--- src/rtl/mdu_pkg.sv ---
package mdu_pkg;

    typedef enum logic [1:0] {
        OP_SMUL = 2'b00,
        OP_UMUL = 2'b01,
        OP_SDIV = 2'b10,
        OP_UDIV = 2'b11
    } mdu_op_e;

    typedef enum logic [1:0] {
        ST_IDLE = 2'b00,
        ST_ITER = 2'b01,
        ST_FIX  = 2'b10
    } mdu_state_e;

    // Sign and mode information carried from operand prep to result fix-up
    typedef struct packed {
        logic is_div;
        logic neg_lo;   // negate product (mul) or quotient (div)
        logic neg_hi;   // negate remainder (div only)
        logic dz;       // divisor is zero
    } mdu_fix_t;

    function automatic logic op_is_div(mdu_op_e op);
        return op[1];
    endfunction

    function automatic logic op_is_signed(mdu_op_e op);
        return ~op[0];
    endfunction

endpackage

--- src/rtl/mdu_prep.sv ---
module mdu_prep
    import mdu_pkg::*;
#(
    parameter int W = 32
) (
    input  mdu_op_e        op,
    input  logic [W-1:0]   a,
    input  logic [W-1:0]   b,
    output logic [W-1:0]   mag_a,
    output logic [W-1:0]   mag_b,
    output mdu_fix_t       fix
);
    logic sgn_a;
    logic sgn_b;

    always_comb begin
        sgn_a = op_is_signed(op) & a[W-1];
        sgn_b = op_is_signed(op) & b[W-1];
        mag_a = sgn_a ? (~a + 1'b1) : a;
        mag_b = sgn_b ? (~b + 1'b1) : b;
        fix.is_div = op_is_div(op);
        fix.neg_lo = sgn_a ^ sgn_b;
        fix.neg_hi = op_is_div(op) ? sgn_a : (sgn_a ^ sgn_b);
        fix.dz     = op_is_div(op) & (b == '0);
    end
endmodule

--- src/rtl/mdu_iter.sv ---
module mdu_iter #(
    parameter int W = 32
) (
    input  logic           clk,
    input  logic           rst,
    input  logic           load,
    input  logic           step,
    input  logic           is_div,
    input  logic [W-1:0]   mag_a,
    input  logic [W-1:0]   mag_b,
    output logic [W-1:0]   hi,
    output logic [W-1:0]   lo
);
    logic [W-1:0] opnd_q;
    logic         div_q;
    logic [W:0]   mul_sum;
    logic [W:0]   rem_sh;
    logic [W:0]   rem_diff;

    always_comb begin
        mul_sum  = {1'b0, hi} + (lo[0] ? {1'b0, opnd_q} : '0);
        rem_sh   = {hi, lo[W-1]};
        rem_diff = rem_sh - {1'b0, opnd_q};
    end

    always_ff @(posedge clk) begin
        if (rst) begin
            hi     <= '0;
            lo     <= '0;
            opnd_q <= '0;
            div_q  <= 1'b0;
        end else if (load) begin
            hi     <= '0;
            lo     <= is_div ? mag_a : mag_b;
            opnd_q <= is_div ? mag_b : mag_a;
            div_q  <= is_div;
        end else if (step) begin
            if (div_q) begin
                if (!rem_diff[W]) begin
                    hi <= rem_diff[W-1:0];
                    lo <= {lo[W-2:0], 1'b1};
                end else begin
                    hi <= rem_sh[W-1:0];
                    lo <= {lo[W-2:0], 1'b0};
                end
            end else begin
                hi <= mul_sum[W:1];
                lo <= {mul_sum[0], lo[W-1:1]};
            end
        end
    end

    // restoring division keeps the partial remainder below the divisor
    a_r5_rem_below_divisor: assert property (@(posedge clk) disable iff (rst)
        (div_q && opnd_q != '0) |-> (hi < opnd_q));
endmodule

--- src/rtl/mdu_fix.sv ---
module mdu_fix
    import mdu_pkg::*;
#(
    parameter int W = 32
) (
    input  logic [W-1:0]   hi,
    input  logic [W-1:0]   lo,
    input  logic [W-1:0]   dividend,
    input  mdu_fix_t       fix,
    output logic [W-1:0]   acc,
    output logic [W-1:0]   aux
);
    localparam int PW = 2 * W;

    logic [PW-1:0] prod;
    logic [PW-1:0] prod_neg;

    always_comb begin
        prod     = {hi, lo};
        prod_neg = ~prod + 1'b1;
        if (!fix.is_div) begin
            acc = fix.neg_lo ? prod_neg[W-1:0]  : lo;
            aux = fix.neg_lo ? prod_neg[PW-1:W] : hi;
        end else if (fix.dz) begin
            acc = '1;
            aux = dividend;
        end else begin
            acc = fix.neg_lo ? (~lo + 1'b1) : lo;
            aux = fix.neg_hi ? (~hi + 1'b1) : hi;
        end
    end
endmodule

--- src/rtl/muldiv_unit.sv ---
module muldiv_unit
    import mdu_pkg::*;
#(
    parameter int W = 32
) (
    input  logic           clk,
    input  logic           rst,
    input  logic           start,
    input  logic [1:0]     op,
    input  logic [W-1:0]   opnd_a,
    input  logic [W-1:0]   opnd_b,
    output logic           busy,
    output logic           done,
    output logic           div_zero,
    output logic [W-1:0]   acc_result,
    output logic [W-1:0]   aux_result
);
    localparam int CW = (W > 1) ? $clog2(W) : 1;
    localparam logic [CW-1:0] LAST = CW'(W - 1);

    mdu_state_e    state_q;
    logic [CW-1:0] cnt_q;
    mdu_fix_t      fix_d;
    mdu_fix_t      fix_q;
    logic [W-1:0]  dvd_q;
    logic [W-1:0]  mag_a;
    logic [W-1:0]  mag_b;
    logic [W-1:0]  hi;
    logic [W-1:0]  lo;
    logic [W-1:0]  acc_d;
    logic [W-1:0]  aux_d;
    logic          accept;

    assign busy   = (state_q != ST_IDLE);
    assign accept = start & ~busy;

    mdu_prep #(.W(W)) u_prep (
        .op    (mdu_op_e'(op)),
        .a     (opnd_a),
        .b     (opnd_b),
        .mag_a (mag_a),
        .mag_b (mag_b),
        .fix   (fix_d)
    );

    mdu_iter #(.W(W)) u_iter (
        .clk    (clk),
        .rst    (rst),
        .load   (accept),
        .step   (state_q == ST_ITER),
        .is_div (fix_d.is_div),
        .mag_a  (mag_a),
        .mag_b  (mag_b),
        .hi     (hi),
        .lo     (lo)
    );

    mdu_fix #(.W(W)) u_fix (
        .hi       (hi),
        .lo       (lo),
        .dividend (dvd_q),
        .fix      (fix_q),
        .acc      (acc_d),
        .aux      (aux_d)
    );

    always_ff @(posedge clk) begin
        if (rst) begin
            state_q    <= ST_IDLE;
            cnt_q      <= '0;
            fix_q      <= '0;
            dvd_q      <= '0;
            done       <= 1'b0;
            div_zero   <= 1'b0;
            acc_result <= '0;
            aux_result <= '0;
        end else begin
            done     <= 1'b0;
            div_zero <= 1'b0;
            unique case (state_q)
                ST_IDLE: begin
                    if (start) begin
                        state_q <= ST_ITER;
                        cnt_q   <= '0;
                        fix_q   <= fix_d;
                        dvd_q   <= opnd_a;
                    end
                end
                ST_ITER: begin
                    cnt_q <= cnt_q + 1'b1;
                    if (cnt_q == LAST) state_q <= ST_FIX;
                end
                ST_FIX: begin
                    state_q    <= ST_IDLE;
                    done       <= 1'b1;
                    div_zero   <= fix_q.dz;
                    acc_result <= acc_d;
                    aux_result <= aux_d;
                end
                default: state_q <= ST_IDLE;
            endcase
        end
    end

    // completion is a single-cycle pulse
    a_r7_done_pulse: assert property (@(posedge clk) disable iff (rst)
        done |=> !done);
    // done and busy never overlap
    a_r7_done_not_busy: assert property (@(posedge clk) disable iff (rst)
        done |-> !busy);
    // an idle start launches a job
    a_r7_start_to_busy: assert property (@(posedge clk) disable iff (rst)
        (start && !busy) |=> busy);
    // a start during a job leaves the latched job unchanged
    a_r8_busy_start_ignored: assert property (@(posedge clk) disable iff (rst)
        (start && busy) |=> ($stable(fix_q) && $stable(dvd_q)));
    // results hold between completions
    a_r9_results_hold: assert property (@(posedge clk) disable iff (rst)
        !done |-> ($stable(acc_result) && $stable(aux_result)));
    // the divide-by-zero flag only accompanies done
    a_r6_dz_with_done: assert property (@(posedge clk) disable iff (rst)
        div_zero |-> done);
endmodule

--- config.mk ---
export PLATFORM = sky130hd
export DESIGN_NAME = muldiv_unit
export DESIGN_NICKNAME = d
export VERILOG_FILES = /design/src/rtl/mdu_pkg.sv /design/src/rtl/mdu_prep.sv /design/src/rtl/mdu_iter.sv /design/src/rtl/mdu_fix.sv /design/src/rtl/muldiv_unit.sv
export SDC_FILE = /design/constraint.sdc
export NUM_CORES = 1
export LEC_CHECK = 0
export BUFFER_PORTS_ARGS = -buffer_cell sky130_fd_sc_hd__buf_2
export CORE_ASPECT_RATIO = 1.75
export CORE_MARGIN = 8
export CORE_UTILIZATION = 60
export CTS_BUF_LIST = sky130_fd_sc_hd__clkbuf_16
export DETAILED_ROUTE_END_ITERATION = 10
export PLACE_DENSITY = 0.8
export SLEW_MARGIN = 20
export SYNTH_ARGS = -nofsm -noshare
export SYNTH_HDL_FRONTEND = slang
export SYNTH_HIERARCHICAL = 1
export SYNTH_SLANG_ARGS = --single-unit
--- constraint.sdc ---
create_clock -name clk -period 5.4 [get_ports clk]
set_input_delay 1.08 -clock clk [delete_from_list [all_inputs] [get_ports clk]]
set_output_delay 1.08 -clock clk [all_outputs]
set_load 0.02 [all_outputs]
==> results of run 1 <==
==> cells in the mapped netlist, drive strengths merged (4+ instances only) <==
master,number
nand2,326
dfxtp,206
a21oi,199
nor2,180
o21ai,117
a211oi,116
mux2i,112
clkbuf,101
xnor2,90
xor2,71
ha,70
inv,66
buf,48
o31ai,47
and2,37
nor3,37
nand3,36
a21o,34
nor4,29
or3,29
a31oi,22
nand2b,22
o211ai,20
o41ai,20
nand4,19
nor2b,18
and3,17
o22ai,16
o21a,10
or4,10
or2,9
a31o,8
a41oi,7
mux2,7
nor3b,7
a211o,6
o21bai,6
o221ai,6
a22o,4
a22oi,4
a311oi,4
a32oi,4
nand4b,4
o2111ai,4
o311ai,4
==> metal layers <==
| metal | track usage (%) | wire length (microns) | share of wire, % | vias up |
|---|---|---|---|---|
| li1 | - | - | - | 8266 |
| met1 | 39.39 | 22610 | 34 | 8428 |
| met2 | 64.76 | 32140 | 48 | 999 |
| met3 | 6.404 | 5637 | 8.4 | 303 |
| met4 | 32.65 | 6430 | 9.6 | 0 |
| met5 | 0 | 0 | 0 | - |
==> state kept, by name (all words and copies together) (netlist names) <==
signal / count
acc_result: 32
aux_result: 32
cnt_q: 5
div_zero: 1
done: 1
dvd_q: 32
fix_q: 4
state_q: 2
u_iter/div_q: 1
u_iter/hi: 32
u_iter/lo: 32
u_iter/opnd_q: 32
==> kinds of logic after synthesis <==
family | share of synthesized area, %
simple gates | 22.22
compound gates | 26.88
flops | 24.32
buf+inv | 5.748
fa+ha+maj | 5.401
mux | 7.076
xor+xnor | 8.360
==> per-stage QoR <==
step                std cells  hold slack [ns]
floorplan                2253           0.4328
global placement         2646           0.4394
detailed placement       2646           0.4442
CTS                      2681           0.4535
global route             2681           0.4726
finish                   2681           0.4501
==> worst max-delay path by stage <==
stage | start | to | slack, ns | depth (start not counted)
after floorplan | u_iter/lo[0]$_SDFFE_PP0P_ | u_iter/hi[29]$_SDFFE_PP0P_ | 2.08 | 14
after global placement | u_iter/lo[0]$_SDFFE_PP0P_ | u_iter/hi[24]$_SDFFE_PP0P_ | 1.17 | 12
after detailed placement | u_iter/hi[2]$_SDFFE_PP0P_ | u_iter/hi[5]$_SDFFE_PP0P_ | 1.16 | 12
after CTS | u_iter/hi[2]$_SDFFE_PP0P_ | u_iter/hi[5]$_SDFFE_PP0P_ | 1.16 | 12
after global routing | u_iter/hi[2]$_SDFFE_PP0P_ | u_iter/hi[5]$_SDFFE_PP0P_ | 0.81 | 12
final | u_iter/hi[2]$_SDFFE_PP0P_ | u_iter/hi[5]$_SDFFE_PP0P_ | 1.09 | 12
==> worst max-delay path, cell delays in order (launching register included) <==
cell and delay [ns]:
dfxtp_1 0.59, ha_1 0.37, o211ai_1 0.20, a21oi_1 0.09, o41a_1 0.45, a21o_1 0.27
a31oi_2 0.26, a31oi_1 0.22, xnor2_4 0.76, buf_4 0.42, mux2_1 0.35, a21oi_1 0.15
nor2_1 0.06
==> final cells by class <==
type / instances / area [sq um] / area share [%]
clock buffer: 21 / 525.5 / 2.866
clock inverter: 14 / 107.6 / 0.5869
inverter: 67 / 256.5 / 1.399
multi-input combinational: 1829 / 11900 / 64.90
sequential: 206 / 4128 / 22.51
tap: 373 / 466.7 / 2.545
timing repair buffer: 171 / 950.9 / 5.186
==> power by group <==
part           total [mW]  switching [mW]  internal, mW
Sequential           1.75           0.158          1.59
Clock                1.41           0.650         0.759
Combinational        1.34           0.861         0.481
Total                4.50            1.67          2.83
==> placed cells by master (no fill, tap or decap), types with 7 or more instances in the layout <==
cell type and n:
nand2_1 325, dfxtp_1 203, a21oi_1 198, nor2_1 180
buf_2 133, a211oi_1 115, mux2i_1 112, o21ai_0 96
xnor2_1 89, xor2_1 71, ha_1 70, inv_1 68
o31ai_1 44, buf_4 38, and2_1 36, nor3_1 36
nand3_1 35, a21o_1 31, or3_1 28, nor4_1 22
clkbuf_16 21, o21ai_1 21, nand2b_1 20, a31oi_1 20
o211ai_1 19, nor2b_1 17, nand4_1 17, o22ai_1 16
and3_1 15, o41ai_1 15, o21a_1 10, or2_2 9
or4_1 9, a41oi_1 7
==> out/summary.json, run 1 <==
{
  "global_routing": {
    "antenna_violations_before_repair": 0,
    "grt_first_pass_wirelength_microns": 99040,
    "groute.usage.overall_pct": 37.89,
    "globalRouteOverflowTotal": 0,
    "maximum_number_of_pins_on_one_net_before_global_route_repair": 75,
    "first_global_vias": 17022
  },
  "synthesis": {
    "cell_type_contributing_the_most_total_cell_area_after_synthesis": "dfxtp_1",
    "synth.top_cell.area_share_pct": 24.32,
    "synth.net_count": 2394,
    "postSynthAreaPerCell_sq_um": 7.527,
    "synth.top_cells.by_area": "dfxtp_1 24%, nand2_1 7.2%, mux2i_1 6.6%",
    "synth_seq_cells": 206,
    "synthesis.area_sq_um": 16960,
    "synthArstFlopShare_pct": 0,
    "yosysWarningCount": 6,
    "synth_sequential_area_ratio_pct": 24.32,
    "yosysUniqueCellTypes": 105,
    "ys_dominant_reg_cell": "dfxtp_1",
    "synth_edf_count": 0,
    "netlist_instances": 2253
  },
  "critical_path": {
    "worst-endpoint-required_ns": 5.84,
    "start_kind": "register",
    "r2r_setup_slack_ns": 1.09,
    "timing.rr.start": "u_iter/hi[2]$_SDFFE_PP0P_",
    "worst-r2r-cell-count": 12,
    "timing.critical_path.fanout_max": 28,
    "type_of_element_capturing_the_critical_path": "register",
    "criticalPathCategory": "register to register",
    "arr_time_crit_path_ns": 4.75,
    "reg2reg_to": "u_iter/hi[5]$_SDFFE_PP0P_"
  },
  "pwr": {
    "p_total_mw": 4.501,
    "power.density_cell_area_nw_per_um2": 245.5,
    "worst_ir_drop_vdd_uv": 212.8,
    "static-leakage-power_nw": 7.532
  },
  "floorplanning": {
    "initial_util_pct": 60.84,
    "core_sq_um": 27870,
    "num_io_pins": 136,
    "chipWidth_microns": 143.1,
    "floorplan.rows": 81,
    "die_h_microns": 238.4,
    "floorplan.die_area_sq_um": 34110
  },
  "timing": {
    "skew_ns": 0.01597,
    "fin_setup_tns_ns": 0,
    "min_period_ns": 4.311,
    "worst_tran_pin_value_ns": 1.091,
    "grt_setup_unrepaired": "no",
    "setup_violations": 0,
    "period_share_pct": 79.84,
    "remaining_max_slew_budget_at_the_tightest_pin_pct": 26.70,
    "layout_setup_ws_ns": 1.089,
    "achievable-frequency_mhz": 231.9,
    "timing_hold_violations_final": 0,
    "finalMaxSlewViolations": 0
  },
  "routing": {
    "post_drt_wl_per_cell_microns": 24.92,
    "drc_errors": 0,
    "first_iter_violations": 1916,
    "antenna_left": 0,
    "detailroute.via_count": 17996,
    "drt_pass_1_iters": 7,
    "vias_per_cell": 6.712,
    "wirelength_microns": 66820
  },
  "clock_network": {
    "cts_htree_levels": 1,
    "cts.repair_timing.setup_buffer_count": 0,
    "tritoncts_clock_tree": "yes",
    "cts-root-buf": "clkbuf_16",
    "cts_hold_repair.buffers": 0,
    "cts_max_path_buffers": 3,
    "cts_buffers": 21,
    "worst_setup_hold_path_clk_slew_ns": 0.07,
    "cts.repair.resized": 0,
    "tritoncts_num_sinks": 206,
    "clk-insertion-delay-late_ns": 0.54
  },
  "cells_and_area": {
    "finalCoreUtilization_pct": 65.79,
    "area_delta_synth_final_pct": 8.124,
    "final_layout_size_suffix_gt1_share_pct": 11.53,
    "antenna_cells": 0,
    "filler_cell_count": 2489,
    "finish.net_count": 2437,
    "layout.cell_area.non_filler_sq_um": 18340
  },
  "place": {
    "buffer_ports.inserted": 135,
    "final_estimated_routing_congestion_in_global_placement": 1.072,
    "dp_hpwl_microns": 50150,
    "place_ws_ns": 1.162,
    "placed_area_sq_um": 17690
  },
  "min_path": {
    "hold_path_end": "acc_result[11]$_SDFFE_PP0P_",
    "min_delay_path_depth": 2,
    "hold_start": "acc_result[11]$_SDFFE_PP0P_",
    "holdCritPathClass": "register to register"
  },
  "outcome": {
    "run_status": "finished clean"
  },
  "run": {
    "maxCapViolations": 0
  }
}
No activity file was read; power rests on OpenSTA's default activity.
==> inputs of run 2 (changes only) <==
Settings changed: CORE_UTILIZATION 60 to 56, PLACE_DENSITY 0.8 to 0.78.
Clock period 5.4 ns to 3.8 ns, I/O delays scaled along.
==> run 2 against run 1 <==
Clock power is 56% higher. First-iteration DRC count is 0.52% higher. Fmax is 19% higher. Largest power group unchanged. Critical path depth is 2 higher. Critical path type unchanged. Total power is 47% higher. Setup slack worse by 0.90 ns. Register-to-register slack worse by 0.90 ns.
==> out/summary.json, run 2 (synthesized netlist as in run 1, its figures left out) <==
{
  "pwr": {
    "p_total": {"value": 6.608, "unit": "mW", "change": "was 4.501 mW"},
    "power.density_cell_area": {"value": 350.6, "unit": "nW/um^2", "change": "was 245.5 nW/um^2"},
    "worst_ir_drop_vdd": {"value": 601.8, "unit": "uV", "change": "was 212.8 uV"},
    "static-leakage-power": {"value": 7.858, "unit": "nW", "change": "was 7.532 nW"}
  },
  "floorplanning": {
    "floorplan.die_area": {"value": 36330, "unit": "sq um", "change": "was 34110 sq um"},
    "chipWidth": {"value": 147.5, "unit": "microns", "change": "was 143.1 microns"},
    "floorplan.rows": {"value": 84, "change": "was 81"},
    "num_io_pins": {"value": 136, "change": "unchanged"},
    "core": {"value": 29950, "unit": "sq um", "change": "was 27870 sq um"},
    "initial_util": {"value": 56.61, "unit": "%", "change": "was 60.84%"},
    "die_h": {"value": 246.2, "unit": "microns", "change": "was 238.4 microns"}
  },
  "critical_path": {
    "worst-endpoint-required": {"value": 4.22, "unit": "ns", "change": "was 5.84 ns"},
    "arr_time_crit_path": {"value": 4.03, "unit": "ns", "change": "was 4.75 ns"},
    "criticalPathCategory": {"value": "register to register", "change": "unchanged"},
    "worstPathCellList": {"value": "inv_1 > ha_1 > fa_1 > nand2b_1 > a21oi_1 > o41a_1 > a21o_1 > a31oi_2 > a31oi_1 > xnor2_4 > buf_12 > mux2_2 > a21oi_1 > nor2_1", "change": "was ha_1 > o211ai_1 > a21oi_1 > o41a_1 > a21o_1 > a31oi_2 > a31oi_1 > xnor2_4 > buf_4 > mux2_1 > a21oi_1 > nor2_1"},
    "path_common_cell": {"value": "a21oi_1", "change": "unchanged"},
    "worst-path-buf-inv": {"value": 2, "change": "was 1"},
    "start_kind": {"value": "register", "change": "unchanged"},
    "timing.critical_path.fanout_max": {"value": 31, "change": "was 28"},
    "type_of_element_capturing_the_critical_path": {"value": "register", "change": "unchanged"},
    "timing.critical_path.slowest_cell_delay": {"value": 0.40, "unit": "ns", "change": "was 0.76 ns"},
    "kind_of_cell_adding_the_most_delay_to_the_critical_path": {"value": "compound AO/OA/AOI/OAI gates", "change": "unchanged"},
    "worst_path_max_delay_cell": {"value": "fa_1", "change": "was xnor2_4"}
  },
  "routing": {
    "post_drt_wl_per_cell": {"value": 23.39, "unit": "microns", "change": "was 24.92 microns"},
    "vias_per_cell": {"value": 6.563, "change": "was 6.712"},
    "wirelength": {"value": 64360, "unit": "microns", "change": "was 66820 microns"},
    "first_iter_violations": {"value": 1926, "change": "was 1916"},
    "antenna_left": {"value": 0, "change": "unchanged"},
    "drc_errors": {"value": 0, "change": "unchanged"},
    "detailroute.via_count": {"value": 18061, "change": "was 17996"},
    "drt_pass_1_iters": {"value": 8, "change": "was 7"}
  },
  "timing": {
    "skew": {"value": 0.02310, "unit": "ns", "change": "was 0.01597 ns"},
    "min_period": {"value": 3.608, "unit": "ns", "change": "was 4.311 ns"},
    "setup_violations": {"value": 0, "change": "unchanged"},
    "fin_setup_tns": {"value": 0, "unit": "ns", "change": "unchanged"},
    "period_share": {"value": 94.96, "unit": "%", "change": "was 79.84%"},
    "grt_setup_unrepaired": {"value": "no", "change": "unchanged"},
    "timing_hold_violations_final": {"value": 0, "change": "unchanged"},
    "achievable-frequency": {"value": 277.1, "unit": "MHz", "change": "was 231.9 MHz"},
    "finalMaxSlewViolations": {"value": 0, "change": "unchanged"},
    "worst_tran_pin_value": {"value": 1.053, "unit": "ns", "change": "was 1.091 ns"},
    "remaining_max_slew_budget_at_the_tightest_pin": {"value": 29.79, "unit": "%", "change": "was 26.70%"}
  },
  "clock_network": {
    "cts_max_path_buffers": {"value": 3, "change": "unchanged"},
    "tritoncts_clock_tree": {"value": "yes", "change": "unchanged"},
    "cts_hold_repair.buffers": {"value": 0, "change": "unchanged"},
    "cts-root-buf": {"value": "clkbuf_16", "change": "unchanged"},
    "tritoncts_num_sinks": {"value": 206, "change": "unchanged"},
    "clk-insertion-delay-late": {"value": 0.54, "unit": "ns", "change": "about the same"},
    "cts.repair.resized": {"value": 0, "change": "unchanged"},
    "cts_buffers": {"value": 22, "change": "was 21"},
    "cts.repair_timing.setup_buffer_count": {"value": 0, "change": "unchanged"},
    "worst_setup_hold_path_clk_slew": {"value": 0.06, "unit": "ns", "change": "was 0.07 ns"},
    "cts_htree_levels": {"value": 1, "change": "unchanged"}
  },
  "global_routing": {
    "first_global_vias": {"value": 17042, "change": "was 17022"},
    "maximum_number_of_pins_on_one_net_before_global_route_repair": {"value": 104, "change": "was 75"},
    "groute.usage.overall": {"value": 34.06, "unit": "%", "change": "was 37.89%"},
    "grt_first_pass_wirelength": {"value": 97480, "unit": "microns", "change": "was 99040 microns"},
    "antenna_violations_before_repair": {"value": 0, "change": "unchanged"},
    "globalRouteOverflowTotal": {"value": 0, "change": "unchanged"}
  },
  "cells_and_area": {
    "area_delta_synth_final": {"value": 11.15, "unit": "%", "change": "was 8.124%"},
    "final_layout_size_suffix_gt1_share": {"value": 13.41, "unit": "%", "change": "was 11.53%"},
    "layout_common_cells": {"value": "325 x nand2_1, 203 x dfxtp_1, 197 x a21oi_1", "change": "was 325 x nand2_1, 203 x dfxtp_1, 198 x a21oi_1"},
    "finish.net_count": {"value": 2490, "change": "was 2437"},
    "layout_commonest_cell": {"value": "nand2_1", "change": "unchanged"}
  },
  "min_path": {
    "holdCritPathClass": {"value": "register to register", "change": "unchanged"}
  },
  "place": {
    "final_estimated_routing_congestion_in_global_placement": {"value": 1.049, "change": "was 1.072"},
    "buffer_ports.inserted": {"value": 135, "change": "unchanged"},
    "dp_hpwl": {"value": 48930, "unit": "microns", "change": "was 50150 microns"}
  },
  "run": {
    "maxCapViolations": {"value": 0, "change": "unchanged"}
  },
  "outcome": {
    "run_status": {"value": "finished clean", "change": "unchanged"}
  }
}
[run 2: stage by stage]
step | setup WS, ns | area, sq um | instances | hold WS (ns) | utilization, %
after floorplan | 0.4752 | 16960 | 2253 | 0.4328 | -
after global placement | 0.2807 | 18120 | 2712 | 0.4403 | 60.49
after detailed placement | 0.2460 | 18120 | 2712 | 0.4444 | 60.51
after CTS | 0.1952 | 18840 | 2751 | 0.4406 | 62.90
after global routing | 0.0004006 | 18850 | 2751 | 0.4501 | 62.92
final | 0.1916 | 18850 | 2752 | 0.4488 | 62.92
[run 2: metal layers]
layer	up-vias	wire length (microns)	part of all wire, %	track usage [%]
met1	8422	22540	35	36.79
met5	-	0	0	0
met2	980	30300	47	57.16
li1	8361	-	-	-
met3	298	5062	7.9	5.310
met4	0	6453	10	29.80
[run 2: power by group]
group / internal, mW / switching, mW
Sequential: 2.26 / 0.179
Combinational: 0.735 / 1.23
Clock: 1.26 / 0.939
Total: 4.26 / 2.35
[run 2: path summary, 6_finish.rpt]
| check | startpoint | endpoint | slack [ns] | cells past startpoint |
|---|---|---|---|---|
| max reg2reg | u_iter/lo[31]$_SDFFE_PP0P_ | u_iter/hi[10]$_SDFFE_PP0P_ | 0.19 | 14 |
| min | acc_result[26]$_SDFFE_PP0P_ | acc_result[26]$_SDFFE_PP0P_ | 0.45 | 2 |
| max | u_iter/lo[31]$_SDFFE_PP0P_ | u_iter/hi[10]$_SDFFE_PP0P_ | 0.19 | 14 |
| min reg2reg | acc_result[26]$_SDFFE_PP0P_ | acc_result[26]$_SDFFE_PP0P_ | 0.45 | 2 |
[run 2: final cells by class]
| class | instances | area, sq um |
|---|---|---|
| multi-input combinational | 1829 | 11890 |
| fill | 2743 | 11110 |
| sequential | 206 | 4128 |
| timing repair buffer | 223 | 1370 |
| clock buffer | 22 | 550.5 |
| tap | 387 | 484.2 |
| inverter | 67 | 256.5 |
| clock inverter | 17 | 165.2 |
| antenna | 1 | 2.502 |
[run 2: worst register-to-register path, cell delays in order, from the launching register on]
cell,delay [ns]
dfxtp_1,0.33
inv_1,0.06
ha_1,0.23
fa_1,0.40
nand2b_1,0.19
a21oi_1,0.24
o41a_1,0.27
a21o_1,0.20
a31oi_2,0.14
a31oi_1,0.40
xnor2_4,0.18
buf_12,0.22
mux2_2,0.38
a21oi_1,0.17
nor2_1,0.07
==> inputs of run 3 (changes only) <==
Settings changed: CORE_MARGIN 8 to 3, PLACE_DENSITY 0.78 to unset, PLACE_DENSITY_LB_ADDON set to 0.3.
==> run 3 against run 2 <==
Routed wire length is 2.2% higher. Flip-flop and latch count stayed put. Non-clock buffer count is 11 lower. Critical endpoint is now u_iter/hi[29]$_SDFFE_PP0P_. Register-to-register slack better by 0.05 ns.
==> out/summary.json, run 3 (synthesized netlist as in run 1, its figures left out) <==
{
  "outcome": {
    "run_status": {"value": "finished clean", "change": "unchanged"}
  },
  "cells_and_area": {
    "finish.net_count": {"value": 2478, "change": "was 2490"},
    "finalCoreUtilization": {"value": 63.41, "unit": "%", "change": "was 62.92%"},
    "final_layout_size_suffix_gt1_share": {"value": 13.22, "unit": "%", "change": "was 13.41%"},
    "layout_commonest_cell": {"value": "nand2_1", "change": "unchanged"},
    "area_delta_synth_final": {"value": 10.67, "unit": "%", "change": "was 11.15%"},
    "final-instance-count-excl-fill": {"value": 2737, "change": "was 2752"},
    "layout_common_cells": {"value": "325 x nand2_1, 203 x dfxtp_1, 198 x a21oi_1", "change": "was 325 x nand2_1, 203 x dfxtp_1, 197 x a21oi_1"},
    "filler_cell_count": {"value": 2728, "change": "was 2743"},
    "layout.cell_area.non_filler": {"value": 18770, "unit": "sq um", "change": "was 18850 sq um"}
  },
  "clock_network": {
    "tritoncts_clock_tree": {"value": "yes", "change": "unchanged"},
    "cts_max_path_buffers": {"value": 3, "change": "unchanged"},
    "cts_hold_repair.buffers": {"value": 0, "change": "unchanged"},
    "cts_buffers": {"value": 21, "change": "was 22"},
    "cts-root-buf": {"value": "clkbuf_16", "change": "unchanged"},
    "cts.repair.resized": {"value": 0, "change": "unchanged"},
    "worst_setup_hold_path_clk_slew": {"value": 0.07, "unit": "ns", "change": "was 0.06 ns"},
    "clk-insertion-delay-late": {"value": 0.54, "unit": "ns", "change": "about the same"},
    "tritoncts_num_sinks": {"value": 206, "change": "unchanged"},
    "cts.repair_timing.setup_buffer_count": {"value": 0, "change": "unchanged"},
    "cts_htree_levels": {"value": 1, "change": "unchanged"}
  },
  "timing": {
    "skew": {"value": 0.02749, "unit": "ns", "change": "was 0.02310 ns"},
    "grt_setup_unrepaired": {"value": "no", "change": "unchanged"},
    "achievable-frequency": {"value": 281.0, "unit": "MHz", "change": "was 277.1 MHz"},
    "setup_violations": {"value": 0, "change": "unchanged"},
    "fin_setup_tns": {"value": 0, "unit": "ns", "change": "unchanged"},
    "finalMaxSlewViolations": {"value": 0, "change": "unchanged"},
    "timing_hold_violations_final": {"value": 0, "change": "unchanged"},
    "worst_tran_pin_value": {"value": 0.9344, "unit": "ns", "change": "was 1.053 ns"},
    "period_share": {"value": 93.64, "unit": "%", "change": "was 94.96%"},
    "worst_hold_slack": {"value": 0.4507, "unit": "ns", "change": "was 0.4488 ns"},
    "min_period": {"value": 3.558, "unit": "ns", "change": "was 3.608 ns"},
    "remaining_max_slew_budget_at_the_tightest_pin": {"value": 37.14, "unit": "%", "change": "was 29.79%"}
  },
  "routing": {
    "detailroute.via_count": {"value": 17928, "change": "was 18061"},
    "drt_pass_1_iters": {"value": 9, "change": "was 8"},
    "vias_per_cell": {"value": 6.550, "change": "was 6.563"},
    "drc_errors": {"value": 0, "change": "unchanged"},
    "wirelength": {"value": 65800, "unit": "microns", "change": "was 64360 microns"},
    "antenna_left": {"value": 0, "change": "unchanged"},
    "first_iter_violations": {"value": 1789, "change": "was 1926"},
    "post_drt_wl_per_cell": {"value": 24.04, "unit": "microns", "change": "was 23.39 microns"}
  },
  "critical_path": {
    "timing.critical_path.fanout_max": {"value": 12, "change": "was 31"},
    "worstPathCellList": {"value": "and2_1 > ha_1 > fa_1 > a211o_1 > o211ai_2 > a21oi_4 > a31oi_2 > o41a_1 > a221o_1 > o31ai_4 > xor2_1 > nor2_1 > a2111oi_2", "change": "was inv_1 > ha_1 > fa_1 > nand2b_1 > a21oi_1 > o41a_1 > a21o_1 > a31oi_2 > a31oi_1 > xnor2_4 > buf_12 > mux2_2 > a21oi_1 > nor2_1"},
    "kind_of_cell_adding_the_most_delay_to_the_critical_path": {"value": "compound AO/OA/AOI/OAI gates", "change": "unchanged"},
    "start_kind": {"value": "register", "change": "unchanged"},
    "timing.rr.start": {"value": "u_iter/lo[0]$_SDFFE_PP0P_", "change": "was u_iter/lo[31]$_SDFFE_PP0P_"},
    "worst_path_max_delay_cell": {"value": "o41a_1", "change": "was fa_1"},
    "criticalPathCategory": {"value": "register to register", "change": "unchanged"},
    "timing.critical_path.slowest_cell_delay": {"value": 0.46, "unit": "ns", "change": "was 0.40 ns"},
    "worst-path-buf-inv": {"value": 0, "change": "was 2"},
    "type_of_element_capturing_the_critical_path": {"value": "register", "change": "unchanged"},
    "worst-endpoint-required": {"value": 4.23, "unit": "ns", "change": "was 4.22 ns"},
    "arr_time_crit_path": {"value": 3.99, "unit": "ns", "change": "was 4.03 ns"},
    "r2r_setup_slack": {"value": 0.24, "unit": "ns", "change": "was 0.19 ns"},
    "worst-r2r-cell-count": {"value": 13, "change": "was 14"},
    "reg2reg_to": {"value": "u_iter/hi[29]$_SDFFE_PP0P_", "change": "was u_iter/hi[10]$_SDFFE_PP0P_"}
  },
  "global_routing": {
    "groute.usage.overall": {"value": 39.03, "unit": "%", "change": "was 34.06%"},
    "grt.met3_usage": {"value": 7.960, "unit": "%", "change": "was 5.310%"},
    "met1_usage": {"value": 41.00, "unit": "%", "change": "was 36.79%"},
    "antenna_violations_before_repair": {"value": 4, "change": "was 0"},
    "maximum_number_of_pins_on_one_net_before_global_route_repair": {"value": 166, "change": "was 104"},
    "grt_first_pass_wirelength": {"value": 97520, "unit": "microns", "change": "was 97480 microns"},
    "globalRouteOverflowTotal": {"value": 0, "change": "unchanged"},
    "use_met2": {"value": 63.94, "unit": "%", "change": "was 57.16%"},
    "first_global_vias": {"value": 16887, "change": "was 17042"},
    "gr-max-usage-layer": {"value": "met2", "change": "unchanged"}
  },
  "floorplanning": {
    "core": {"value": 29600, "unit": "sq um", "change": "was 29950 sq um"},
    "chipWidth": {"value": 137.5, "unit": "microns", "change": "was 147.5 microns"},
    "die_h": {"value": 236.2, "unit": "microns", "change": "was 246.2 microns"},
    "floorplan.die_area": {"value": 32490, "unit": "sq um", "change": "was 36330 sq um"},
    "initial_util": {"value": 57.29, "unit": "%", "change": "was 56.61%"},
    "floorplan.rows": {"value": 83, "change": "was 84"},
    "num_io_pins": {"value": 136, "change": "unchanged"}
  },
  "min_path": {
    "min_delay_path_depth": {"value": 2, "change": "unchanged"},
    "hold_path_end": {"value": "acc_result[26]$_SDFFE_PP0P_", "change": "unchanged"},
    "holdCritPathClass": {"value": "register to register", "change": "unchanged"},
    "hold_start": {"value": "acc_result[26]$_SDFFE_PP0P_", "change": "unchanged"}
  },
  "pwr": {
    "power.density_cell_area": {"value": 355.9, "unit": "nW/um^2", "change": "was 350.6 nW/um^2"},
    "static-leakage-power": {"value": 7.784, "unit": "nW", "change": "was 7.858 nW"},
    "worst_ir_drop_vdd": {"value": 354.4, "unit": "uV", "change": "was 601.8 uV"}
  },
  "place": {
    "placed_area": {"value": 18030, "unit": "sq um", "change": "was 18120 sq um"},
    "final_estimated_routing_congestion_in_global_placement": {"value": 1.022, "change": "was 1.049"},
    "dp_hpwl": {"value": 49460, "unit": "microns", "change": "was 48930 microns"},
    "dp_cells": {"value": 2696, "change": "was 2712"},
    "buffer_ports.inserted": {"value": 135, "change": "unchanged"}
  },
  "run": {
    "maxCapViolations": {"value": 0, "change": "unchanged"}
  }
}
-- run 3: changes by cell type in the layout (fill, tap and decap cells not counted), sizes merged --
| cell | delta |
|---|---|
| diode | +2 |
| clkinv | -2 |
| clkbuf | -1 |
| inv | +2 |
| buf | -11 |
-- run 3: cell type report --
type,instances,area (sq um),share of cell area (%)
Multi-Input combinational cell,1829,11900,63.43
Sequential cell,206,4128,21.99
Timing Repair Buffer,212,1284,6.840
Clock buffer,21,525.5,2.800
Tap cell,382,478.0,2.547
Inverter,67,256.5,1.367
Clock inverter,17,183.9,0.9801
Antenna cell,3,7.507,0.04000
-- run 3: worst max path at each step --
stage | endpoint | cells past startpoint | start | slack (ns)
floorplan | u_iter/hi[29]$_SDFFE_PP0P_ | 14 | u_iter/lo[0]$_SDFFE_PP0P_ | 0.48
global placement | u_iter/hi[29]$_SDFFE_PP0P_ | 13 | u_iter/lo[0]$_SDFFE_PP0P_ | 0.23
detailed placement | u_iter/hi[29]$_SDFFE_PP0P_ | 13 | u_iter/lo[0]$_SDFFE_PP0P_ | 0.15
CTS | u_iter/hi[29]$_SDFFE_PP0P_ | 13 | u_iter/lo[0]$_SDFFE_PP0P_ | 0.12
global route | u_iter/hi[29]$_SDFFE_PP0P_ | 13 | u_iter/lo[0]$_SDFFE_PP0P_ | 0.03
finish | u_iter/hi[29]$_SDFFE_PP0P_ | 13 | u_iter/lo[0]$_SDFFE_PP0P_ | 0.24
-- run 3: metal layers --
| layer | part of all wire [%] | wire, microns | vias up |
|---|---|---|---|
| met4 | 11 | 7435 | 6 |
| met1 | 34 | 22060 | 8285 |
| met2 | 47 | 30840 | 953 |
| met3 | 8.2 | 5413 | 347 |
| li1 | - | - | 8337 |
| met5 | 0.068 | 45 | - |
-- run 3: report_power, final --
group          leakage [nW]  internal (mW)  switching [mW]
clock network         0.351           1.24            1.01
logic                  5.75          0.724            1.26
registers              1.68           2.26           0.190
-- run 3: stage by stage --
stage | total power [mW] | setup WS, ns
2_1_floorplan | 3.757 | 0.4752
3_3_place_gp | 4.368 | 0.2275
3_5_place_dp | 4.394 | 0.1532
4_1_cts | 6.612 | 0.1157
5_1_grt | 6.907 | 0.02821
6_report | 6.678 | 0.2417
-- run 3: worst reg2reg max path: cells and delay by family, from the launching register on --
| kind | cells | cell delay [ns] |
|---|---|---|
| AO/OA/AOI/OAI | 8 | 2.11 |
| adder cells (fa/ha/maj) | 2 | 0.48 |
| flip-flops | 1 | 0.45 |
| AND/OR/NAND/NOR | 2 | 0.23 |
| XOR/XNOR | 1 | 0.17 |
